## src/rtl/nmi_latch_pkg.sv

```systemverilog
package nmi_latch_pkg;
  // Strobes from control to datapath, one cycle each
  typedef struct packed {
    logic capture;       // load a new fault into the holding register
    logic captureStore;  // the captured fault is a store
    logic clear;         // handler entered, drop pending state
  } nmiStrobe_t;
endpackage

```

## src/rtl/nmi_latch_ctrl.sv

```systemverilog
module nmi_latch_ctrl
  import nmi_latch_pkg::*;
(
  input  logic       respValid,
  input  logic       respErr,
  input  logic       respIsStore,
  input  logic       handlerAck,
  input  logic       dbgMode,
  input  logic       stepActive,
  input  logic       stepIrqEn,
  input  logic       pendingQ,
  output nmiStrobe_t strobes,
  output logic       nmiReq
);
  logic faultSeen;
  logic slotFree;
  logic holdOff;

  always_comb begin
    faultSeen            = respValid & respErr;
    // the slot opens again on the cycle the handler is entered
    slotFree             = ~pendingQ | handlerAck;
    strobes.clear        = handlerAck & pendingQ;
    strobes.capture      = faultSeen & slotFree;
    strobes.captureStore = faultSeen & slotFree & respIsStore;
    holdOff              = dbgMode | (stepActive & ~stepIrqEn);
    nmiReq               = pendingQ & ~holdOff;
  end
endmodule

```

## src/rtl/nmi_latch_dp.sv

```systemverilog
module nmi_latch_dp
  import nmi_latch_pkg::*;
#(
  parameter int LOAD_CODE  = 1024,
  parameter int STORE_CODE = 1025,
  parameter int CAUSE_W    = 11
) (
  input  logic               clk,
  input  logic               rstN,
  input  nmiStrobe_t         strobes,
  output logic               pendingQ,
  output logic [CAUSE_W-1:0] causeQ
);
  localparam logic [CAUSE_W-1:0] LoadVal  = CAUSE_W'(LOAD_CODE);
  localparam logic [CAUSE_W-1:0] StoreVal = CAUSE_W'(STORE_CODE);

  always_ff @(posedge clk) begin
    if (!rstN) begin
      pendingQ <= 1'b0;
      causeQ   <= '0;
    end else if (strobes.capture) begin
      pendingQ <= 1'b1;
      causeQ   <= strobes.captureStore ? StoreVal : LoadVal;
    end else if (strobes.clear) begin
      pendingQ <= 1'b0;
    end
  end


  capture_sets_pending_chk: assert property (@(posedge clk) disable iff (!rstN)
    strobes.capture |=> pendingQ);


  first_fault_held_chk: assert property (@(posedge clk) disable iff (!rstN)
    pendingQ && !strobes.clear && !strobes.capture |=> pendingQ && $stable(causeQ));


  ack_clears_chk: assert property (@(posedge clk) disable iff (!rstN)
    strobes.clear && !strobes.capture |=> !pendingQ && $stable(causeQ));
endmodule

```

## src/rtl/nmi_fault_latch.sv

```systemverilog
module nmi_fault_latch
  import nmi_latch_pkg::*;
#(
  parameter int LOAD_CODE  = 1024,
  parameter int STORE_CODE = 1025,
  parameter int CAUSE_W    = 11
) (
  input  logic               clk,
  input  logic               rstN,
  input  logic               respValid,
  input  logic               respErr,
  input  logic               respIsStore,
  input  logic               handlerAck,
  input  logic               dbgMode,
  input  logic               stepActive,
  input  logic               stepIrqEn,
  output logic               nmiReq,
  output logic [CAUSE_W-1:0] nmiCause,
  output logic               nmiPending
);
  nmiStrobe_t strobes;
  logic       pendingQ;

  nmi_latch_ctrl u_ctrl (
    .respValid  (respValid),
    .respErr    (respErr),
    .respIsStore(respIsStore),
    .handlerAck (handlerAck),
    .dbgMode    (dbgMode),
    .stepActive (stepActive),
    .stepIrqEn  (stepIrqEn),
    .pendingQ   (pendingQ),
    .strobes    (strobes),
    .nmiReq     (nmiReq)
  );

  nmi_latch_dp #(
    .LOAD_CODE (LOAD_CODE),
    .STORE_CODE(STORE_CODE),
    .CAUSE_W   (CAUSE_W)
  ) u_dp (
    .clk     (clk),
    .rstN    (rstN),
    .strobes (strobes),
    .pendingQ(pendingQ),
    .causeQ  (nmiCause)
  );

  assign nmiPending = pendingQ;


  req_needs_pending_chk: assert property (@(posedge clk) disable iff (!rstN)
    nmiReq |-> nmiPending);


  debug_holds_off_chk: assert property (@(posedge clk) disable iff (!rstN)
    dbgMode |-> !nmiReq);


  step_holds_off_chk: assert property (@(posedge clk) disable iff (!rstN)
    stepActive && !stepIrqEn |-> !nmiReq);


  release_on_exit_chk: assert property (@(posedge clk) disable iff (!rstN)
    nmiPending && !dbgMode && !(stepActive && !stepIrqEn) |-> nmiReq);
endmodule

```

## config.mk

```make
export PLATFORM = sky130hd
export DESIGN_NAME = nmi_fault_latch
export DESIGN_NICKNAME = d
export VERILOG_FILES = /design/src/rtl/nmi_latch_pkg.sv /design/src/rtl/nmi_latch_ctrl.sv /design/src/rtl/nmi_latch_dp.sv /design/src/rtl/nmi_fault_latch.sv
export SDC_FILE = /design/constraint.sdc
export NUM_CORES = 1
export LEC_CHECK = 0
export BUFFER_PORTS_ARGS = -buffer_cell sky130_fd_sc_hd__buf_4
export CORE_AREA = 2 2 39 41
export DETAILED_ROUTE_END_ITERATION = 8
export DIE_AREA = 0 0 41 43
export PLACE_DENSITY = 0.44
export SETUP_SLACK_MARGIN = 0.4
export SLEW_MARGIN = 25
export SYNTH_ARGS = -nofsm -noshare
export SYNTH_HDL_FRONTEND = slang
export SYNTH_HIERARCHICAL = 1
export SYNTH_SLANG_ARGS = --single-unit
```

## constraint.sdc

```tcl
create_clock -name clk -period 1.5 [get_ports clk]
set_input_delay 0.225 -clock clk [delete_from_list [all_inputs] [get_ports clk]]
set_output_delay 0.225 -clock clk [all_outputs]
set_load 0.02 [all_outputs]
```

==> results_tabular.tex <==
\begin{tabular}{lr}
\hline
Metric & Value \\
\hline
\multicolumn{2}{l}{\textbf{Route}} \\
\quad Antenna Violating Nets Remaining & 0 \\
\quad Average routed wire per standard cell & 6.655 um \\
\quad Drt via density & between 3 and 4 \\
\quad Length of the first detailed-routing pass in iterations & 1 \\
\quad Routed WL & approximately 390 um \\
\quad Via count & around 180 \\
\quad Remaining routing DRC violations & 0 \\
\quad First DRT Iteration DRCs & 0 \\
\multicolumn{2}{l}{\textbf{Timing}} \\
\quad Number of setup violations in the final report & 0 \\
\quad Final critical path time including I/O delays and setup & 1.085 ns \\
\quad Tcrit/Tclk final & $\sim$72\% \\
\quad Final Hold Violating Endpoints & 0 \\
\quad Worst-case setup margin in the final layout & around 0.42 ns \\
\quad RSZ-0062 raised after global routing & yes \\
\quad Achievable frequency & just over 0.9 GHz \\
\quad Final setup TNS & 0 ns \\
\quad Final Max Tran Viols & 0 \\
\quad Worst clock skew & $\sim$0.0019 ns \\
\multicolumn{2}{l}{\textbf{Critical path}} \\
\quad Family with the most delay on the worst path & flip-flops \\
\quad Cell breakdown of the critical path & nor3b\_2, buf\_4 \\
\quad Classification of the worst setup path & flip-flop to output pin \\
\quad Total buffers and inverters traversed by the critical path & 1 \\
\quad Register-to-register path setup slack & around 0.53 ns \\
\quad Sort of element at the start of the critical path & flip-flop \\
\quad Worst reg2reg path endpoint & u\_dp/causeQ[0] \\
\quad Critical Path End Type & output pin \\
\quad Cell count of the worst reg-to-reg path & 3 \\
\quad Highest net fanout along the worst path & 3 \\
\quad Slowest library cell on the worst path & sky130\_fd\_sc\_hd\_\_dfxtp\_4 \\
\quad Critical path data required time & between 1 and 1.5 ns \\
\quad Data arrival time of the worst path & approximately 0.86 ns \\
\quad Worst path max stage delay & about 0.33 ns \\
\quad Worst path depth & 2 \\
\quad Worst r2r src & u\_dp/pendingQ \\
\multicolumn{2}{l}{\textbf{Layout}} \\
\quad Final core area utilization & about a quarter \\
\quad Share of post-route cells with drive strength above 1 & 47.62\% \\
\quad Antenna diode count & 0 \\
\quad Sequential cell area & around 64 um\^{}2 \\
\quad Multi-input logic area & approximately 120 um\^{}2 \\
\quad Fill cell total of the finished layout & $\sim$160 \\
\quad Area Growth Syn to Fin & 49.16\% \\
\quad Number of nets at the end of the flow & 52 \\
\multicolumn{2}{l}{\textbf{Global routing}} \\
\quad Most congested layer reported by global routing & met4 \\
\quad Via count of the first global-routing pass & roughly 140 \\
\quad Global router's overall resource usage & roughly 5\% \\
\quad Maximum number of pins on one net before global-route repair & 5 \\
\quad Met2 GRT Util & $\sim$4.4\% \\
\quad Number of antenna violations at the first check in global routing & 0 \\
\quad Met3 Resource Use GR & between 4 and 5\% \\
\quad GR met1 Demand/Resource & 5.431\% \\
\quad Wire length of the first global-routing pass & around 500 um \\
\quad Grt total ovfl & 0 \\
\multicolumn{2}{l}{\textbf{Pwr}} \\
\quad Leak Pwr & approximately 0.17 nW \\
\quad Peak supply drop & roughly 0.00044 V \\
\quad Switching share of total power & about 27\% \\
\quad Clock power frac & between 40 and 50\% \\
\quad Portion of total power attributed to combinational logic & between 20\% and 30\% \\
\quad Internal Dissipation & 0.0002142 W \\
\quad Power Dens Cells & a little under 900 mW/mm\^{}2 \\
\quad Switching pwr & 0.00008118 W \\
\quad Sequential power share & just under 30\% \\
\multicolumn{2}{l}{\textbf{Hold path}} \\
\quad Hold Crit Class & input port to flip-flop \\
\quad Startpoint of the lowest-slack hold path & rstN \\
\quad Count of cells along the worst hold path & 2 \\
\quad Terminating pin of the worst hold path & u\_dp/pendingQ \\
\multicolumn{2}{l}{\textbf{Clock network}} \\
\quad Clock H-tree levels & 1 \\
\quad Clock latency of the later-clocked register in the worst-skew pair & about 0.23 ns \\
\quad CTS clk-pin slew, worst paths & about 0.03 ns \\
\quad CTS Root Cell & sky130\_fd\_sc\_hd\_\_clkbuf\_4 \\
\quad CTS sink cnt & 3 \\
\quad Clock tree from TritonCTS & done \\
\quad Number of buffers on the longest clock path & 2 \\
\quad Inserted Clock Buffers & 3 \\
\multicolumn{2}{l}{\textbf{Logic synthesis}} \\
\quad Cell taking the most area after synthesis & sky130\_fd\_sc\_hd\_\_buf\_4 \\
\quad Async S/R FF share, synth & 0\% \\
\quad Fraction of synthesized cell area taken by the top area cell type & 30.17\% \\
\quad Cells after synthesis & 26 \\
\quad Prevailing post-synth register cell & sky130\_fd\_sc\_hd\_\_dfxtp\_1 \\
\quad Cell with the most instances after synthesis & sky130\_fd\_sc\_hd\_\_buf\_4 \\
\quad Post-Syn Area & around 220 um\^{}2 \\
\quad Area contributors post-synth & sky130\_fd\_sc\_hd\_\_buf\_4 30\%, sky130\_fd\_sc\_hd\_\_dfxtp\_1 27\%, sky130\_fd\_sc\_hd\_\_nor2b\_1 8.4\% \\
\quad Part of the Yosys area used for sequential elements & 26.82\% \\
\quad Synthesis warning total & 6 \\
\quad Leading cell types by count after synthesis & 9 x sky130\_fd\_sc\_hd\_\_buf\_4, 3 x sky130\_fd\_sc\_hd\_\_dfxtp\_1, 3 x sky130\_fd\_sc\_hd\_\_nor2b\_1, 2 x sky130\_fd\_sc\_hd\_\_inv\_1, 2 x sky130\_fd\_sc\_hd\_\_o21a\_1 \\
\quad Number of enable-type register cells in the synthesized netlist & 0 \\
\quad Mean instance size in the synthesized netlist & around 8.6 um\^{}2 \\
\quad Number of synthesized register bits & 3 \\
\quad Synth unique cells & 12 \\
\multicolumn{2}{l}{\textbf{Placement}} \\
\quad Worst-case setup slack after placement & 0.4678 ns \\
\quad Detailed placement HPWL & approximately 320 um \\
\quad Number of buffers inserted by port buffering & 12 \\
\quad Weighted congestion at the end of routability-driven global placement & 0.5714 \\
\multicolumn{2}{l}{\textbf{Floorplan}} \\
\quad Die area & roughly 0.0018 mm\^{}2 \\
\quad Site Rows & 14 \\
\quad Die width & between 40 and 50 um \\
\quad Core Box Area & roughly 0.0014 mm\^{}2 \\
\quad Die Height & around 43 um \\
\quad I/O pin total & 22 \\
\quad Starting Density & between 10\% and 20\% \\
\multicolumn{2}{l}{\textbf{Run status}} \\
\quad Run status & complete, no violations \\
\multicolumn{2}{l}{\textbf{Job}} \\
\quad MaxCap Viol Count & 0 \\
\hline
\end{tabular}
## layout make-up
cell class / count / share of cell area [%]
multi-input cells: 20 / 35.58
repair buffers: 13 / 29.21
well taps: 16 / 5.993
flip-flops and latches: 3 / 19.10
inverters: 2 / 2.247
clock buffers: 4 / 7.865
## timing repair
action | 4_1_cts | 5_1_grt
gates cloned | 0 | 0
setup buffers | 1 | 0
endpoints found under the setup margin | 1 | 1
hold buffers | 0 | 0
resized for setup | 2 | 0
## worst register-to-register path, delay by kind of cell (launching register included)
family,cells,cell delay [ns]
DFF,1,0.33
muxes,1,0.23
and+or+nand+nor,1,0.06
AOI/OAI and AO/OA,1,0.24
## power by group through the flow
stage,Sequential [W],Clock (W),Combinational (W)
floorplan,0.0000944,0,0.0000535
global placement,0.0000900,0,0.0000668
detailed placement,0.0000897,0,0.0000671
CTS,0.0000867,0.000147,0.0000713
global route,0.0000871,0.000154,0.0000777
finish,0.0000867,0.000138,0.0000712
## sequential cells by signal (all words and copies together) (netlist names)
signal         flops
u_dp/pendingQ      1
u_dp/causeQ        2
## metal layers
metal | part of all wire, % | vias up
li1 | - | 96
met1 | 42 | 72
met2 | 40 | 14
met3 | 17 | 0
met4 | 0 | 0
met5 | 0 | -
## worst max-delay path by stage
stage,from,end
floorplan,u_dp/pendingQ,nmiReq
global placement,respValid,u_dp/causeQ[0]
detailed placement,respValid,u_dp/causeQ[0]
CTS,u_dp/pendingQ,nmiReq
global route,u_dp/pendingQ,nmiReq
finish,u_dp/pendingQ,nmiReq
## layout by cell type, fill, tap and decap left out, drive strengths merged
cell type	Yosys	layout
buf	9	13
conb	1	9
clkbuf	0	4
nor2b	3	3
dfxtp	3	3
inv	2	2
o21a	2	2
nor3b	1	1
and2	1	1
nand2	1	1
a21oi	1	1
a211oi	1	1
mux2i	1	1
## metrics by stage
stage                     hold WS [ns]  total power [W]  instance area, um^2  cells
final                           0.2189        0.0002954                334.1     58
after detailed placement        0.4453        0.0001567                296.5     53
after CTS                       0.2112        0.0003046                334.1     58
after global placement          0.4532        0.0001568                296.5     53
after floorplan                 0.3425        0.0001479                254.0     34
after global routing            0.2215        0.0003186                334.1     58
## cell families after synthesis
group	Yosys count	share of synthesized area (%)
other	1	1.674
and+or+nand+nor	6	18.99
AOI/OAI and AO/OA	4	14.52
buffers and inverters	11	33.52
muxes	1	4.469
DFF	3	26.82
(Power assumes the default switching activity.)
